$ cat src/rtl/cas_pkg.sv
// Package: shared sizes and helpers for the cascaded acknowledge sequencer.
// Assumes eight request lines per controller and an 8-bit vector.
package cas_pkg;
    localparam int NLINE = 8;
    localparam int LW    = $clog2(NLINE);
    localparam int VW    = 8;
    localparam int BASEW = VW - LW;
    localparam logic [LW-1:0] CASC_LINE = LW'(2);
    localparam logic [LW-1:0] SPUR_LINE = LW'(NLINE - 1);

    typedef logic [NLINE-1:0] line_vec_t;
    typedef logic [LW-1:0]    line_idx_t;

    // One-hot decode of a line index.
    function automatic line_vec_t line_bit(input line_idx_t idx);
        line_vec_t r;
        r = '0;
        r[idx] = 1'b1;
        return r;
    endfunction
endpackage

$ cat src/rtl/cas_prio_pick.sv
// Module: rotating priority resolver for one controller.
// Finds the best pending line relative to the priority base and reports a
// grant only if it outranks every in-service line. Purely combinational.
module cas_prio_pick
    import cas_pkg::*;
(
    input  line_vec_t req,
    input  line_vec_t svc,
    input  line_idx_t base,
    output logic      hit,
    output line_idx_t line
);
    logic [LW:0] req_rank;
    logic [LW:0] svc_rank;

    // Rank of the best pending and best in-service line (NLINE = none).
    always_comb begin
        req_rank = (LW+1)'(NLINE);
        svc_rank = (LW+1)'(NLINE);
        for (int i = NLINE - 1; i >= 0; i--) begin
            if (req[LW'(i) + base]) req_rank = (LW+1)'(i);
            if (svc[LW'(i) + base]) svc_rank = (LW+1)'(i);
        end
    end

    // Grant decision and conversion from rank back to line number.
    always_comb begin
        hit  = req_rank < svc_rank;
        line = req_rank[LW-1:0] + base;
    end
endmodule

$ cat src/rtl/cas_pic_core.sv
// Module: state of one eight-line controller.
// Holds edge history, request, in-service and priority base registers and
// applies acknowledge updates. Assumes ack_take is only asserted when the
// resolver reports a grant and ack_line equals that granted line.
module cas_pic_core
    import cas_pkg::*;
(
    input  logic      clk,
    input  logic      rst_n,
    input  line_vec_t lvl,
    input  line_vec_t trig,
    input  line_vec_t set_pulse,
    input  logic      ack_take,
    input  line_idx_t ack_line,
    input  logic      aeoi,
    input  logic      rot,
    output logic      grant,
    output line_idx_t grant_line,
    output line_vec_t isr_o
);
    line_vec_t last_q, irr_q, isr_q;
    line_idx_t base_q;
    line_vec_t rise, clr, irr_d, isr_d;
    line_idx_t base_d;

    // Next-state logic for requests, in-service bits and priority base.
    always_comb begin
        rise  = lvl & ~last_q;
        clr   = ack_take ? line_bit(ack_line) : '0;
        irr_d = (trig & (lvl | set_pulse))
              | (~trig & ((irr_q & ~clr) | rise | set_pulse));
        isr_d = isr_q;
        if (ack_take && !aeoi) isr_d = isr_q | line_bit(ack_line);
        base_d = base_q;
        if (ack_take && aeoi && rot) base_d = ack_line + LW'(1);
    end

    // State registers with synchronous active-low reset.
    always_ff @(posedge clk) begin
        if (!rst_n) begin
            last_q <= '0;
            irr_q  <= '0;
            isr_q  <= '0;
            base_q <= '0;
        end else begin
            last_q <= lvl;
            irr_q  <= irr_d;
            isr_q  <= isr_d;
            base_q <= base_d;
        end
    end

    cas_prio_pick u_pick (
        .req  (irr_q),
        .svc  (isr_q),
        .base (base_q),
        .hit  (grant),
        .line (grant_line)
    );

    assign isr_o = isr_q;
endmodule

$ cat src/rtl/cascade_ack_seq.sv
// Module: top of the cascaded acknowledge sequencer.
// Forwards secondary requests to primary line 2, picks the vector source on
// an acknowledge and registers the vector. Assumes ack is a one-cycle strobe.
module cascade_ack_seq
    import cas_pkg::*;
(
    input  logic             clk,
    input  logic             rst_n,
    input  logic [2*NLINE-1:0] irq_lines,
    input  logic [VW-1:0]    m_base,
    input  logic [VW-1:0]    s_base,
    input  logic [NLINE-1:0] m_trig,
    input  logic [NLINE-1:0] s_trig,
    input  logic             m_aeoi,
    input  logic             s_aeoi,
    input  logic             m_rot,
    input  logic             s_rot,
    input  logic             ack,
    output logic             int_out,
    output logic [VW-1:0]    vec,
    output logic             vec_valid
);
    logic      m_grant, s_grant;
    line_idx_t m_line, s_line;
    line_vec_t m_isr, s_isr;
    line_vec_t casc_pulse;
    logic      m_take, s_take;
    logic [VW-1:0] vec_d;
    logic [VW-1:0] vec_q;
    logic          valid_q;

    // Cascade forwarding and acknowledge routing to each controller.
    always_comb begin
        casc_pulse = (s_grant && !ack) ? line_bit(CASC_LINE) : '0;
        m_take     = ack && m_grant;
        s_take     = m_take && (m_line == CASC_LINE) && s_grant;
    end

    cas_pic_core u_mst (
        .clk        (clk),
        .rst_n      (rst_n),
        .lvl        (irq_lines[NLINE-1:0]),
        .trig       (m_trig),
        .set_pulse  (casc_pulse),
        .ack_take   (m_take),
        .ack_line   (m_line),
        .aeoi       (m_aeoi),
        .rot        (m_rot),
        .grant      (m_grant),
        .grant_line (m_line),
        .isr_o      (m_isr)
    );

    cas_pic_core u_slv (
        .clk        (clk),
        .rst_n      (rst_n),
        .lvl        (irq_lines[2*NLINE-1:NLINE]),
        .trig       (s_trig),
        .set_pulse  ('0),
        .ack_take   (s_take),
        .ack_line   (s_line),
        .aeoi       (s_aeoi),
        .rot        (s_rot),
        .grant      (s_grant),
        .grant_line (s_line),
        .isr_o      (s_isr)
    );

    // Vector selection: primary, secondary, or a spurious line 7.
    always_comb begin
        if (!m_grant)
            vec_d = {m_base[VW-1:LW], SPUR_LINE};
        else if (m_line == CASC_LINE)
            vec_d = {s_base[VW-1:LW], (s_grant ? s_line : SPUR_LINE)};
        else
            vec_d = {m_base[VW-1:LW], m_line};
    end

    // Output registers: vector held between acknowledges, one-cycle valid.
    always_ff @(posedge clk) begin
        if (!rst_n) begin
            vec_q   <= '0;
            valid_q <= 1'b0;
        end else begin
            valid_q <= ack;
            if (ack) vec_q <= vec_d;
        end
    end

    assign int_out   = m_grant;
    assign vec       = vec_q;
    assign vec_valid = valid_q;
endmodule

$ cat config.mk
export PLATFORM = sky130hd
export DESIGN_NAME = cascade_ack_seq
export DESIGN_NICKNAME = d
export VERILOG_FILES = /design/src/rtl/cas_pkg.sv /design/src/rtl/cas_prio_pick.sv /design/src/rtl/cas_pic_core.sv /design/src/rtl/cascade_ack_seq.sv
export SDC_FILE = /design/constraint.sdc
export NUM_CORES = 1
export LEC_CHECK = 0
export BUFFER_PORTS_ARGS = -buffer_cell sky130_fd_sc_hd__buf_2
export CAP_MARGIN = 5
export CORE_MARGIN = 4
export CORE_UTILIZATION = 42
export CTS_CLUSTER_DIAMETER = 120
export CTS_CLUSTER_SIZE = 28
export DETAILED_ROUTE_END_ITERATION = 10
export PLACE_DENSITY = 0.68
export SLEW_MARGIN = 15
export SYNTH_ARGS = -nofsm -noshare
export SYNTH_HDL_FRONTEND = slang
export SYNTH_SLANG_ARGS = --single-unit
$ cat constraint.sdc
create_clock -name clk -period 13.3 [get_ports clk]
set_input_delay 0.665 -clock clk [delete_from_list [all_inputs] [get_ports clk]]
set_output_delay 0.665 -clock clk [all_outputs]
set_load 0.02 [all_outputs]
* Word level (Yosys, flattened, before mapping) *
Index checks and enable logic that the tools add are counted.

storage, ports and cells
  bits of input ports = 55
  register bits = 63
  output and inout bits = 10
  logic and storage cells = 194

cells by class
  bitwise logic cells = 22
  reductions and logical operators = 15
  mux-type cells = 106
  equal/unequal tests = 1
  order comparisons = 22
  add/sub/neg operators = 18

operator list
  cell                   number
  $mux W4                32
  $bmux W1 S3            32
  $lt A3 B4 Y1 const B   18
  $and A8 B8 Y8          8
  $not A8 Y8             6
  $or A8 B8 Y8           6
  $mux W1                34
  $mux W8                4
  $add A3 B3 Y3 const A  8
  $or A8 B3 Y8           2
  $add A2 B3 Y3 const A  4
  $logic_and A1 B1 Y1    12
  $lt A4 B4 Y1           2
  $add A1 B3 Y3 const A  2
  $add A3 B1 Y3 const B  2
  $add A3 B3 Y3          2
  $demux W1 S3           2
  $ge A3 B1 Y1 const B   2
  $mux W3                2
  $eq A3 B2 Y1 const B   1
  $logic_not A1 Y1       3

* Longest topological paths before layout *
  depth after elaboration = 23
  mapped depth = 22
  gate-level depth less buffers = 18

* Cells and area by module *
A second synthesis with hierarchy kept.

second synthesis, totals
  cells, all modules = 542
  area, all modules = 5,401.4 um2

modules (own cells, without submodules)
  module                         cells each  sequential area each (um2)  instances  area each (um2)
  cas_prio_pick at u_mst.u_pick  146         0.0                         1          1,436.4
  cas_prio_pick at u_slv.u_pick  130         0.0                         1          1,417.6
  cas_pic_core at u_mst          110         540.5                       1          1,067.3
  cas_pic_core at u_slv          110         540.5                       1          1,062.3
  cascade_ack_seq                46          180.2                       1          417.9

* Least setup slack after synthesis *
Ideal clock, no wire load.

  path type = register to output
  start = register u_mst.base_q[0]
  end = output port int_out
  setup slack = 8,712 ps
  required time = 12,635 ps
  cell stages (with the launch flop) = 16
  arrival = 3,923 ps
  buffers on the path = 3
  cell sequence = dfxtp_1 buf_2 inv_1 ha_1 buf_6 buf_6 mux4_2 nor2b_1 a211oi_1 mux2i_1 o22a_1 ha_1 a21boi_1 o41ai_1 o21ai_1 nor2_1

between the ends
  word-level cells in the longest chain between the ends = 12
  elaborated cells on any way between the ends = 56
  classes of those cells = add/sub: 7; order compare: 1; mux: 48

RTL lines
  what                                             line                                      source
  start: declaration                               cas_pic_core.sv:22                        line_idx_t base_q;
  start signal: assignment                         cas_pic_core.sv:49                        base_q <= base_d;
  $add A3 B3 Y3                                    cas_prio_pick.sv:21, cas_prio_pick.sv:22
  $bmux W1 S3, on equally long branches            cas_prio_pick.sv:21, cas_prio_pick.sv:22
  $mux W1, on equally long branches                cas_prio_pick.sv:21, cas_prio_pick.sv:22
  $mux W4, on equally long branches (8 in series)  cas_prio_pick.sv:21, cas_prio_pick.sv:22
  $lt A4 B4 Y1 *                                   cas_prio_pick.sv:28                       hit = req_rank < svc_rank;
  end: declaration                                 cascade_ack_seq.sv:19                     output logic int_out,

Every way passes the cells marked *; elsewhere a longest branch is shown, timed or not. The select of a mux whose other input is x is not followed.

* Worst setup path in the final report *
  start = register u_slv.base_q[0]
  end = register u_slv.irr_q[5]

between the ends
  word-level cells in the longest chain between the ends = 22
  elaborated cells on any way between the ends = 69
  classes of those cells = add/sub: 8; order compare: 3; mux: 51; bitwise: 5; reduce/logical: 2

RTL lines
  what                                                                       line                                      source
  start: declaration                                                         cas_pic_core.sv:22
  start signal: assignment                                                   cas_pic_core.sv:49
  $add A3 B3 Y3                                                              cas_prio_pick.sv:21, cas_prio_pick.sv:22
  $bmux W1 S3                                                                cas_prio_pick.sv:21                       if (req[LW'(i) + base]) req_rank = (LW+1)'(i);
  $mux W1 (not written as such)                                              cas_prio_pick.sv:21
  $mux W4 (8 in series)                                                      cas_prio_pick.sv:21
  $add A3 B3 Y3                                                              cas_prio_pick.sv:29                       line = req_rank[LW-1:0] + base;
  $lt A3 B4 Y1 (not written as such) / $ge A3 B1 Y1 (equally long branches)  cas_pkg.sv:18                             r[idx] = 1'b1;
  $logic_and A1 B1 Y1 (not written as such)                                  cas_pkg.sv:18
  $mux W1 (not written as such)                                              cas_pkg.sv:18
  $demux W1 S3                                                               -
  $mux W8 *                                                                  cas_pic_core.sv:29                        clr = ack_take ? line_bit(ack_line) : '0;
  $not A8 Y8 *                                                               cas_pic_core.sv:31                        | (~trig & ((irr_q & ~clr) | rise | set_pulse));
  $and A8 B8 Y8 *                                                            cas_pic_core.sv:31
  $or A8 B8 Y8 *                                                             cas_pic_core.sv:31
  $and A8 B8 Y8 *                                                            cas_pic_core.sv:31
  $or A8 B8 Y8 *                                                             cas_pic_core.sv:31
  end signal: assignment                                                     cas_pic_core.sv:47                        irr_q <= irr_d;
  end: declaration                                                           cas_pic_core.sv:21                        line_vec_t last_q, irr_q, isr_q;

Marked as above.
A chain may end at the register's enable or synchronous reset.

==> summary.md <==
| Metric | Value |
|---|---|
| Largest net degree at the start of global routing | 55 |
| Cell variety after synth | 74 |
| CTS Buf Count | 9 |
| Post-Layout Cell Count | 755 |
| Starting Density | 43.5% |
| Crit Path Max Fanout | 21 |
| Worst Path Class, Setup | reg2reg |
| Commonest cells after routing, fill and taps aside | dfxtp_1, buf_2, mux4_2 |
| RSZ-0062 raised after global routing | no |
| Fin crit share | 47.1% |
| Psw | 0.796 mW |
| Gr usage total | 17.4% |
| Peak supply drop | 0.161 mV |
| Layout cells sized above 1 | 23.9% |
| Worst setup SP type | flip-flop |
| GP Congestion | 0.851 |
| Worst hold-check path type | reg2reg |
| Row count | 40 |
| Routed wire length | 12.5 mm |
| Critical Path AT | 6.46 ns |
| Antenna violations before repair | 0 |
| Final HPWL DP | 9.56 mm |
| Slew margin rel. | 32.9% |
| Power density over the cells | 271 mW/mm^2 |
| Skew-Pair Late Insertion Delay | 0.32 ns |
| Detailed Route Iter0 Violations | 281 |
| Final Core Density | 47.9% |
| Clock power share | 12.7% |
| Number of synthesized flops with an enable pin | 0 |
| Max Cap Viol | 0 |
| Gate Count Post-Synth | 550 |
| Die footprint | 0.0145 sq mm |
| Register area share after synthesis | 23.8% |
| Switching Share | 50.3% |
| Grt ovf | 0 |
| DR WL/cell | 16.5 um |
| Root Buffer | clkbuf_16 |
| Post-CTS sizing | 0 |
| First-pass GRT wire length | 20.9 mm |
| Mapped Avg Cell Area | 9.65 sq um |
| # H-tree levels | 3 |
| Ant diodes | 0 |
| YS warnings | 0 |
| # IOs | 65 |
| DRC Markers | 0 |
| Post-synth top flop | dfxtp_1 |
| CTS tree | built |
| Final nets | 655 |
| Final min period | 6.26 ns |
| Combinational power share | 70.0% |
| Area delta synth->final | 10.2% |
| Synthesized Nets | 622 |
| Power share of the sequential group | 17.3% |
| Mapped Area | 0.00531 sq mm |
| Asr flop ratio synth | 0% |
| Core footprint | 0.0122 sq mm |
| Vias post-DR | 4,444 |
| Post-placement cell count | 740 |
| Max Freq | 160 MHz |
| Worst Tran Pin Value | 1.01 ns |
| Fillers | 1,155 |
| Post-CTS Setup Bufs | 0 |
| Die X | 120 um |
| Commonest non-fill, non-tap cell in the layout | dfxtp_1 |
| Die extent in y | 120 um |
| Number of global-route vias before repair | 4,386 |
| CTS Sinks | 63 |
| Yosys reg bits | 63 |
| Vias/cell | 5.89 |
| Internal power | 0.788 mW |
| Crit. End Element | flip-flop |
| Lkg Pwr | 2.22 nW |
| Skew final | 0.00593 ns |
| Final Hold Fails | 0 |
| Cts hold-fix bufs | 0 |
| Max Root-Sink Buffers | 2 |
| Final Setup Violations | 0 |
| Initial DRT Pass Iterations | 5 |
| Critical path required time | 13.50 ns |
| Fin. max-slew vios | 0 |
| PortBufs | 58 |
| Clock transition at path regs | 0.05 ns |
| Detail Route Antenna Nets | 0 |
| Final TNS setup | 0 ns |
| Outcome | completed |
power groups by stage:
stage	logic, mW	clock network (mW)	registers [mW]
finish	1.11	0.201	0.275
global route	1.21	0.213	0.282
CTS	1.11	0.205	0.274
detailed placement	1.10	0	0.277
global placement	1.08	0	0.275
floorplan	0.944	0	0.255
registers in the layout, summed over array words and instances, names as in the netlist:
name and cells:
u_mst.irr_q 8, u_mst.isr_o 8, u_mst.last_q 8, u_slv.irr_q 8
u_slv.isr_o 8, u_slv.last_q 8, vec 8, u_mst.base_q 3
u_slv.base_q 3, vec_valid 1
worst paths after layout:
check	cells past startpoint	slack (ns)	from	to
min reg2reg	2	0.48	u_mst.last_q[4]	u_mst.irr_q[4]
max reg2reg	13	7.04	u_slv.base_q[0]	u_slv.irr_q[5]
min	2	0.48	u_mst.last_q[4]	u_mst.irr_q[4]
max	13	7.04	u_slv.base_q[0]	u_slv.irr_q[5]
area by class of cell:
cell class | count | area (sq um) | share of cell area, %
Multi-Input combinational cell | 421 | 3710 | 63.5
Timing Repair Buffer | 59 | 298 | 5.09
Clock inverter | 3 | 21.3 | 0.364
Sequential cell | 63 | 1260 | 21.6
Inverter | 29 | 109 | 1.86
Tap cell | 168 | 210 | 3.60
Clock buffer | 12 | 236 | 4.04
per-stage QoR:
stage	setup slack (ns)	total power, mW	hold WS (ns)	instance area, sq um
5_1_grt	6.56	1.71	0.506	5850
6_report	7.04	1.58	0.479	5850
2_1_floorplan	8.71	1.20	0.454	5310
3_3_place_gp	7.10	1.36	0.458	5590
4_1_cts	6.96	1.59	0.484	5850
3_5_place_dp	6.97	1.38	0.473	5590
layer usage:
| metal | up-vias | GRT usage, % | part of all wire, % |
|---|---|---|---|
| li1 | 2151 | - | - |
| met1 | 2146 | 22.3 | 44 |
| met2 | 133 | 30.4 | 50 |
| met3 | 14 | 2.20 | 5.1 |
| met4 | 0 | 5.67 | 1.4 |
| met5 | - | 0 | 0 |
cells in the mapped netlist (all sizes together) (13+ instances only):
library cell  count  area, sq um
buf              20          161
mux4             45         1020
dfxtp            63         1260
nor4             17          158
inv              28          105
a21oi            20          108
ha               15          188
nor2             31          116
and2             20          125
nand2            35          131
o21ai            43          215
clkbuf           17         63.8
mux2i            35          367
nand3            13         65.1
o21a             14          105
kinds of logic after synthesis:
logic type	after synthesis	share of synthesized area [%]
adders and majority gates	17	4.29
xor gates and xnor gates	12	2.48
muxes	88	27.8
buffers and inverters	66	6.30
and+or+nand+nor	177	19.1
AOI/OAI and AO/OA	127	16.2
DFF	63	23.8
worst max-delay path, stage by stage (launching register included):
cell and delay [ns]:
dfxtp_1 0.98, clkinv_1 0.52, ha_1 0.93, mux4_2 0.60
mux2_2 0.30, or2_1 0.25, a211o_1 0.27, a21oi_1 0.29
ha_1 0.31, a21o_1 0.18, a211o_1 0.32, o41a_1 0.61
nor4_1 0.47, o31ai_2 0.11
Note: power is estimated with default switching activity, not from simulation.
